[src/rtl/lbr_pkg.sv]
package lbr_pkg;
  function automatic int unsigned lane_width(input int unsigned dbits, input int unsigned lanes);
    return dbits / lanes;
  endfunction
endpackage

[src/rtl/lbr_array.sv]
module lbr_array
  import lbr_pkg::*;
#(
  parameter int unsigned ABITS   = 4,
  parameter int unsigned DBITS   = 32,
  parameter int unsigned EN_BITS = 4
) (
  input  logic               clk,
  input  logic               rst_n,
  input  logic [EN_BITS-1:0] wr_en,
  input  logic [ABITS-1:0]   wr_addr,
  input  logic [DBITS-1:0]   wr_data,
  input  logic               rd_en,
  input  logic [ABITS-1:0]   rd_addr,
  output logic [DBITS-1:0]   rd_q
);
  localparam int unsigned LW    = lane_width(DBITS, EN_BITS);
  localparam int unsigned DEPTH = 1 << ABITS;

  logic [DBITS-1:0] store [DEPTH];

  // lane-masked write
  always_ff @(posedge clk) begin
    for (int l = 0; l < EN_BITS; l++) begin
      if (wr_en[l]) store[wr_addr][l*LW +: LW] <= wr_data[l*LW +: LW];
    end
  end

  // registered read returning pre-write contents
  always_ff @(posedge clk or negedge rst_n) begin
    if (!rst_n)     rd_q <= '0;
    else if (rd_en) rd_q <= store[rd_addr];
  end

  AST_ARRAY_HOLD: assert property (@(posedge clk) disable iff (!rst_n)
    !rd_en |=> $stable(rd_q));
endmodule

[src/rtl/lbr_hit_track.sv]
module lbr_hit_track #(
  parameter int unsigned ABITS   = 4,
  parameter int unsigned DBITS   = 32,
  parameter int unsigned EN_BITS = 4
) (
  input  logic               clk,
  input  logic               rst_n,
  input  logic [EN_BITS-1:0] wr_en,
  input  logic [ABITS-1:0]   wr_addr,
  input  logic [DBITS-1:0]   wr_data,
  input  logic               rd_en,
  input  logic [ABITS-1:0]   rd_addr,
  output logic [EN_BITS-1:0] hit_q,
  output logic [DBITS-1:0]   wdata_q
);
  logic [EN_BITS-1:0] hit_d;

  always_comb hit_d = (wr_addr == rd_addr) ? wr_en : '0;

  // flags and captured data advance together with the read port
  always_ff @(posedge clk or negedge rst_n) begin
    if (!rst_n) begin
      hit_q   <= '0;
      wdata_q <= '0;
    end else if (rd_en) begin
      hit_q   <= hit_d;
      wdata_q <= wr_data;
    end
  end

  AST_HIT_CLEAR_ON_MISS: assert property (@(posedge clk) disable iff (!rst_n)
    (rd_en && (wr_addr != rd_addr)) |=> (hit_q == '0));
endmodule

[src/rtl/lbr_lane_mux.sv]
module lbr_lane_mux
  import lbr_pkg::*;
#(
  parameter int unsigned DBITS   = 32,
  parameter int unsigned EN_BITS = 4
) (
  input  logic [EN_BITS-1:0] hit_q,
  input  logic [DBITS-1:0]   wdata_q,
  input  logic [DBITS-1:0]   ram_q,
  output logic [DBITS-1:0]   dout
);
  localparam int unsigned LW = lane_width(DBITS, EN_BITS);

  for (genvar l = 0; l < EN_BITS; l++) begin : g_lane
    assign dout[l*LW +: LW] = hit_q[l] ? wdata_q[l*LW +: LW] : ram_q[l*LW +: LW];
  end
endmodule

[src/rtl/lane_bypass_ram.sv]
module lane_bypass_ram
  import lbr_pkg::*;
#(
  parameter int unsigned ABITS   = 4,
  parameter int unsigned DBITS   = 32,
  parameter int unsigned EN_BITS = 4
) (
  input  logic               clk,
  input  logic               rst_n,
  input  logic [EN_BITS-1:0] wr_en,
  input  logic [ABITS-1:0]   wr_addr,
  input  logic [DBITS-1:0]   wr_data,
  input  logic               rd_en,
  input  logic [ABITS-1:0]   rd_addr,
  output logic [DBITS-1:0]   rd_data
);
  localparam int unsigned LW = lane_width(DBITS, EN_BITS);

  if (DBITS % EN_BITS != 0) begin : g_bad_split
    $error("DBITS must be a multiple of EN_BITS");
  end

  logic [DBITS-1:0]   ram_q;
  logic [DBITS-1:0]   wdata_q;
  logic [EN_BITS-1:0] hit_q;

  lbr_array #(.ABITS(ABITS), .DBITS(DBITS), .EN_BITS(EN_BITS)) u_array (
    .clk(clk), .rst_n(rst_n), .wr_en(wr_en), .wr_addr(wr_addr), .wr_data(wr_data),
    .rd_en(rd_en), .rd_addr(rd_addr), .rd_q(ram_q)
  );

  lbr_hit_track #(.ABITS(ABITS), .DBITS(DBITS), .EN_BITS(EN_BITS)) u_hit (
    .clk(clk), .rst_n(rst_n), .wr_en(wr_en), .wr_addr(wr_addr), .wr_data(wr_data),
    .rd_en(rd_en), .rd_addr(rd_addr), .hit_q(hit_q), .wdata_q(wdata_q)
  );

  lbr_lane_mux #(.DBITS(DBITS), .EN_BITS(EN_BITS)) u_mux (
    .hit_q(hit_q), .wdata_q(wdata_q), .ram_q(ram_q), .dout(rd_data)
  );

  AST_OUT_HOLD: assert property (@(posedge clk) disable iff (!rst_n)
    !rd_en |=> $stable(rd_data));

  AST_RESET_ZERO: assert property (@(posedge clk) disable iff (!rst_n)
    $rose(rst_n) |-> (rd_data == '0));

  for (genvar l = 0; l < EN_BITS; l++) begin : g_chk
    AST_LANE_FWD: assert property (@(posedge clk) disable iff (!rst_n)
      (rd_en && wr_en[l] && (wr_addr == rd_addr))
        |=> (rd_data[l*LW +: LW] == $past(wr_data[l*LW +: LW])));
    AST_LANE_OLD: assert property (@(posedge clk) disable iff (!rst_n)
      (rd_en && !(wr_en[l] && (wr_addr == rd_addr)))
        |=> (rd_data[l*LW +: LW] == ram_q[l*LW +: LW]));
  end
endmodule

[config.mk]
export PLATFORM = sky130hd
export DESIGN_NAME = lane_bypass_ram
export DESIGN_NICKNAME = d
export VERILOG_FILES = /design/src/rtl/lbr_pkg.sv /design/src/rtl/lbr_array.sv /design/src/rtl/lbr_hit_track.sv /design/src/rtl/lbr_lane_mux.sv /design/src/rtl/lane_bypass_ram.sv
export SDC_FILE = /design/constraint.sdc
export NUM_CORES = 1
export LEC_CHECK = 0
export ABC_AREA = 1
export BUFFER_PORTS_ARGS = -buffer_cell sky130_fd_sc_hd__buf_2
export CORE_AREA = 3 3 256 258
export CTS_BUF_LIST = sky130_fd_sc_hd__clkbuf_4
export DETAILED_ROUTE_END_ITERATION = 10
export DIE_AREA = 0 0 259 261
export PLACE_DENSITY = 0.63
export SLEW_MARGIN = 20
export SYNTH_ARGS = -nofsm -noshare
export SYNTH_HDL_FRONTEND = slang
export SYNTH_HIERARCHICAL = 1
export SYNTH_SLANG_ARGS = --single-unit
[constraint.sdc]
create_clock -name clk -period 1.04 [get_ports clk]
set_input_delay 0.26 -clock clk [delete_from_list [all_inputs] [get_ports clk]]
set_output_delay 0.26 -clock clk [all_outputs]
set_load 0.01 [all_outputs]
==> results by stage <==
Outcome:
- The run finished, with violations left.
- The checks that failed: negative setup slack.

Worst setup path:
- The arrival time of the worst setup path is 1.90 ns.
- Together, buffers and inverters on the worst path number 2.
- The worst setup path is captured at an output port.
- In this design, the stage delay of the slowest critical-path cell is 0.48 ns.
- The worst setup path is launched from a flop.
- The largest fanout on the critical path is 8.
- The kind of cell adding the most delay to the critical path is flip-flops.
- The signal on the critical path passes through buf_12, nand2_2, nand2_4, buf_6.
- The master of the slowest instance on the critical path is dfrtp_2.
- The required time of the critical path is 0.78 ns.
- The kind of critical path is flop to output port.

Clocking:
- TritonCTS built the clock tree.
- The clock passes through at most 3 buffers.
- The clock sink total is 580.
- The clock edge transition at the registers on the reported setup and hold paths is 0.07 ns.
- Clock tree synthesis inserted a total of around 140 buffers.
- Clock latency on the worst-skew pair, taken at its later pin, is slightly below 1 ns.
- The clock tree root driver cell is clkbuf_4.
- The total number of H-tree levels is 4.

Route:
- The first detailed-routing pass ran for 5 iterations.
- In this run the remaining antenna-violating nets after routing total 0.
- The number of violations reported at the end of detailed-routing iteration 0 is roughly 1600.
- After detailed routing, the average wire length per cell comes to slightly below 20 um.
- In the routed design, unresolved DRC markers number 0.
- The ratio of routed vias to standard cells is 5.10.
- The sum of routed wire length over all layers is 66800 um.
- The routed via count is 17500.

Finish:
- The footprint of the multi-input gates is 7830 um2.
- For this run, the number of standard cells in the final layout without fillers is 3444.
- The area occupied by registers is 17100 um2.
- The number of fill cells is 5578.
- The final layout net count is 2538.
- The finished cells cover 30900 um2.
- Cells with a size suffix above 1 make up 32.5% of the layout.
- From synthesis to final layout, the design area changed by 28.6%.

Power:
- The internal portion of the total power is about 38000 uW.
- The combinational fraction of design power is 11.1%.
- The leakage dissipation is 0.0123 uW.
- Summed over all nets, the switching power comes to 12700 uW.
- Dividing total power by cell area gives a power density of 1640 nW/um2.
- Per report_power, the clock group accounts for a little under two fifths of the total.
- The relative contribution of sequential cells to total power is 52.1%.
- The switching part of the total is about a quarter.
- The largest vdd supply drop is 0.000895 V.

Yosys:
- By area, the combinational part of the netlist is dominated by simple AND/OR/NAND/NOR gates.
- The instance count of the mapped netlist is ~2200.
- After synthesis, the share of cell area in mux cells is 0%.
- The synthesized design spends more area on one cell type than any other, namely edfxtp_1.
- Synthesis produced a netlist with a net count of 2248.
- The synthesized netlist devotes 0% of its cell area to XOR and XNOR gates.
- The post-synthesis compound-gate area fraction is 0%.
- The basic-gate share of the synthesized area counting and, or, nand and nor cells is around a quarter.
- By area the synthesized netlist is led by edfxtp_1 64%, nand2_1 15%, nand3_1 8.1%.
- The total of warnings raised by yosys is 6.
- The area of the mapped netlist is 24100 um2.
- The count of state elements after synthesis is 580.
- The average instance area after synthesis is 10.9 um2.
- The number of different library cells in the post-synthesis netlist is 17.
- The adder and majority gate portion of the synthesized area is 0%.
- After synthesis, the largest area contributor takes up 63.9% of total cell area.
- Of the synthesized area, sequential elements account for 71.0%.

Floorplan:
- The region available for standard cell placement spans 63200 um2.
- The initial core utilization is 38.1%.
- 79 I/O pins were placed.
- The floorplan die width is about 260 um.
- The die is about 260 um tall.
- The number of placement rows is 92.
- The die covers roughly 68000 um2.

Global route:
- The largest net degree at the start of global routing is 57.
- The via count of the first global-routing pass is 17800.
- The overall routing resource usage is roughly a fifth.
- The initial antenna violation count came to 2.
- The first global-routing pass estimated ~100000 um of wire.
- After global routing the overflow that remains totals 0.

Placed design:
- The placed instances occupy a cell area of approximately 27000 um2.
- The total half-perimeter wirelength after legalization and detailed placement is 42400 um.
- The number of placed instances, taps included, is between 3000 and 4000.
- The count of port buffers added during placement is around 80.
- The congestion estimate from routability-driven global placement came to 0.856.

STA:
- The relative max-transition margin is between 60% and 70%.
- The transition time at the pin with the least slew margin is 0.486 ns.
- The final number of hold-violating endpoints came to 0.
- The final critical-path required period is about 2.2 ns.
- The final cycle utilization of the critical path is 207%.
- The highest clock frequency the design can meet is roughly 0.46 GHz.
- The final number of max-transition violations is 0.
- The final-report setup violation count is 527.
- Setup repair after global routing could not meet its margin everywhere.
- Across the routed clock network, the largest skew measured is 0.0552 ns.
- The final setup TNS is -110.48 ns.
- After layout, the worst setup slack is -1.12 ns.

Worst hold path:
- The path class of the tightest hold or removal check is input port to flop.

Flow run:
- The number of max-capacitance violations reported is 0.
[metrics by stage]
stage | total power, uW | setup slack (ns) | utilization [%] | hold slack [ns]
finish | 50600 | -1.12 | 48.9 | 0.0418
global placement | 31500 | -0.648 | 42.9 | 0.142
CTS | 50900 | -1.23 | 47.8 | -0.0498
global route | 53000 | -1.22 | 48.9 | 0.00917
detailed placement | 31500 | -0.667 | 42.9 | 0.143
floorplan | 29200 | -0.194 | - | -0.0356
[state kept, by name, indices dropped and copies added, names as in the netlist]
name,cells
u_array/rd_q,32
u_hit/wdata_q,32
u_hit/hit_q,4
u_array/store,512
[cell usage after synthesis, drive strengths merged]
cell type and number:
buf 103, nand3 388, dfrtp 68, nand2 1002
inv 32, clkbuf 24, edfxtp 512, nor2 72
[power by group through the flow]
stage | registers [uW] | clock network, uW | logic [uW]
2_1_floorplan | 26700 | 0 | 2500
3_3_place_gp | 26800 | 0 | 4690
3_5_place_dp | 26800 | 0 | 4740
4_1_cts | 26300 | 19200 | 5370
5_1_grt | 26400 | 20500 | 6060
6_report | 26400 | 18600 | 5600
[cell usage in the layout (no fill, tap or decap), drive strengths merged]
cell type / count
clkinvlp: 2
dlygate4sd3: 50
clkbuf: 202
nor2: 72
inv: 37
nand3: 388
edfxtp: 512
dfrtp: 68
clkinv: 39
bufinv: 3
diode: 2
buf: 221
nand2: 1002
[final cells by class]
cell class	instances	area share, %
flip-flops and latches	580	55.2
repair buffers	271	9.72
diodes	2	0.0162
well taps	846	3.42
clock buffers	202	4.90
clock inverters	49	0.898
inverters	32	0.510
multi-input cells	1462	25.3
[worst reg2reg max path, delay by kind of cell, from the launching register on]
kind          cells  cell delay, ns
simple gates      8            0.59
flops             1            0.38
[logic make-up after synthesis]
kind of cell / Yosys count
buf+inv: 159
flops: 580
simple gates: 1462
[metal layers]
metal | global-route usage [%] | up-vias | routed length (um)
li1 | - | 8139 | -
met1 | 25.5 | 8607 | 27600
met2 | 32.8 | 678 | 33000
met3 | 4.66 | 122 | 4470
met4 | 7.33 | 2 | 1680
met5 | 0 | - | 13
[timing repair]
| item | in CTS | in global routing |
|---|---|---|
| hold endpoints to repair | 1057 | 212 |
| pin swaps | 127 | 154 |
| setup endpoints to repair | 62 | 642 |
| buffers inserted | 0 | 2 |
| hold buffers | 47 | 8 |
| gates resized for setup | 204 | 161 |
[path summary, 6_finish.rpt]
| check | start | end | slack, ns | cells after the start |
|---|---|---|---|---|
| worst min-delay path | wr_addr[1] | u_array/store[11][2]$_DFFE_PP_ | 0.04 | 6 |
| worst min register to register | u_hit/wdata_q[12]$_DFFE_PN0P_ | u_hit/wdata_q[12]$_DFFE_PN0P_ | 0.48 | 2 |
| max in group asynchronous | rst_n | u_hit/wdata_q[0]$_DFFE_PN0P_ | 0.29 | 4 |
| min in group asynchronous | rst_n | u_hit/wdata_q[20]$_DFFE_PN0P_ | 0.24 | 3 |
| worst max register to register | u_array/store[7][2]$_DFFE_PP_ | u_array/rd_q[2]$_DFFE_PN0P_ | -0.07 | 8 |
| worst max-delay path | u_hit/hit_q[3]$_DFFE_PN0P_ | rd_data[29] | -1.12 | 4 |
Note: power is estimated with default switching activity, not from simulation.
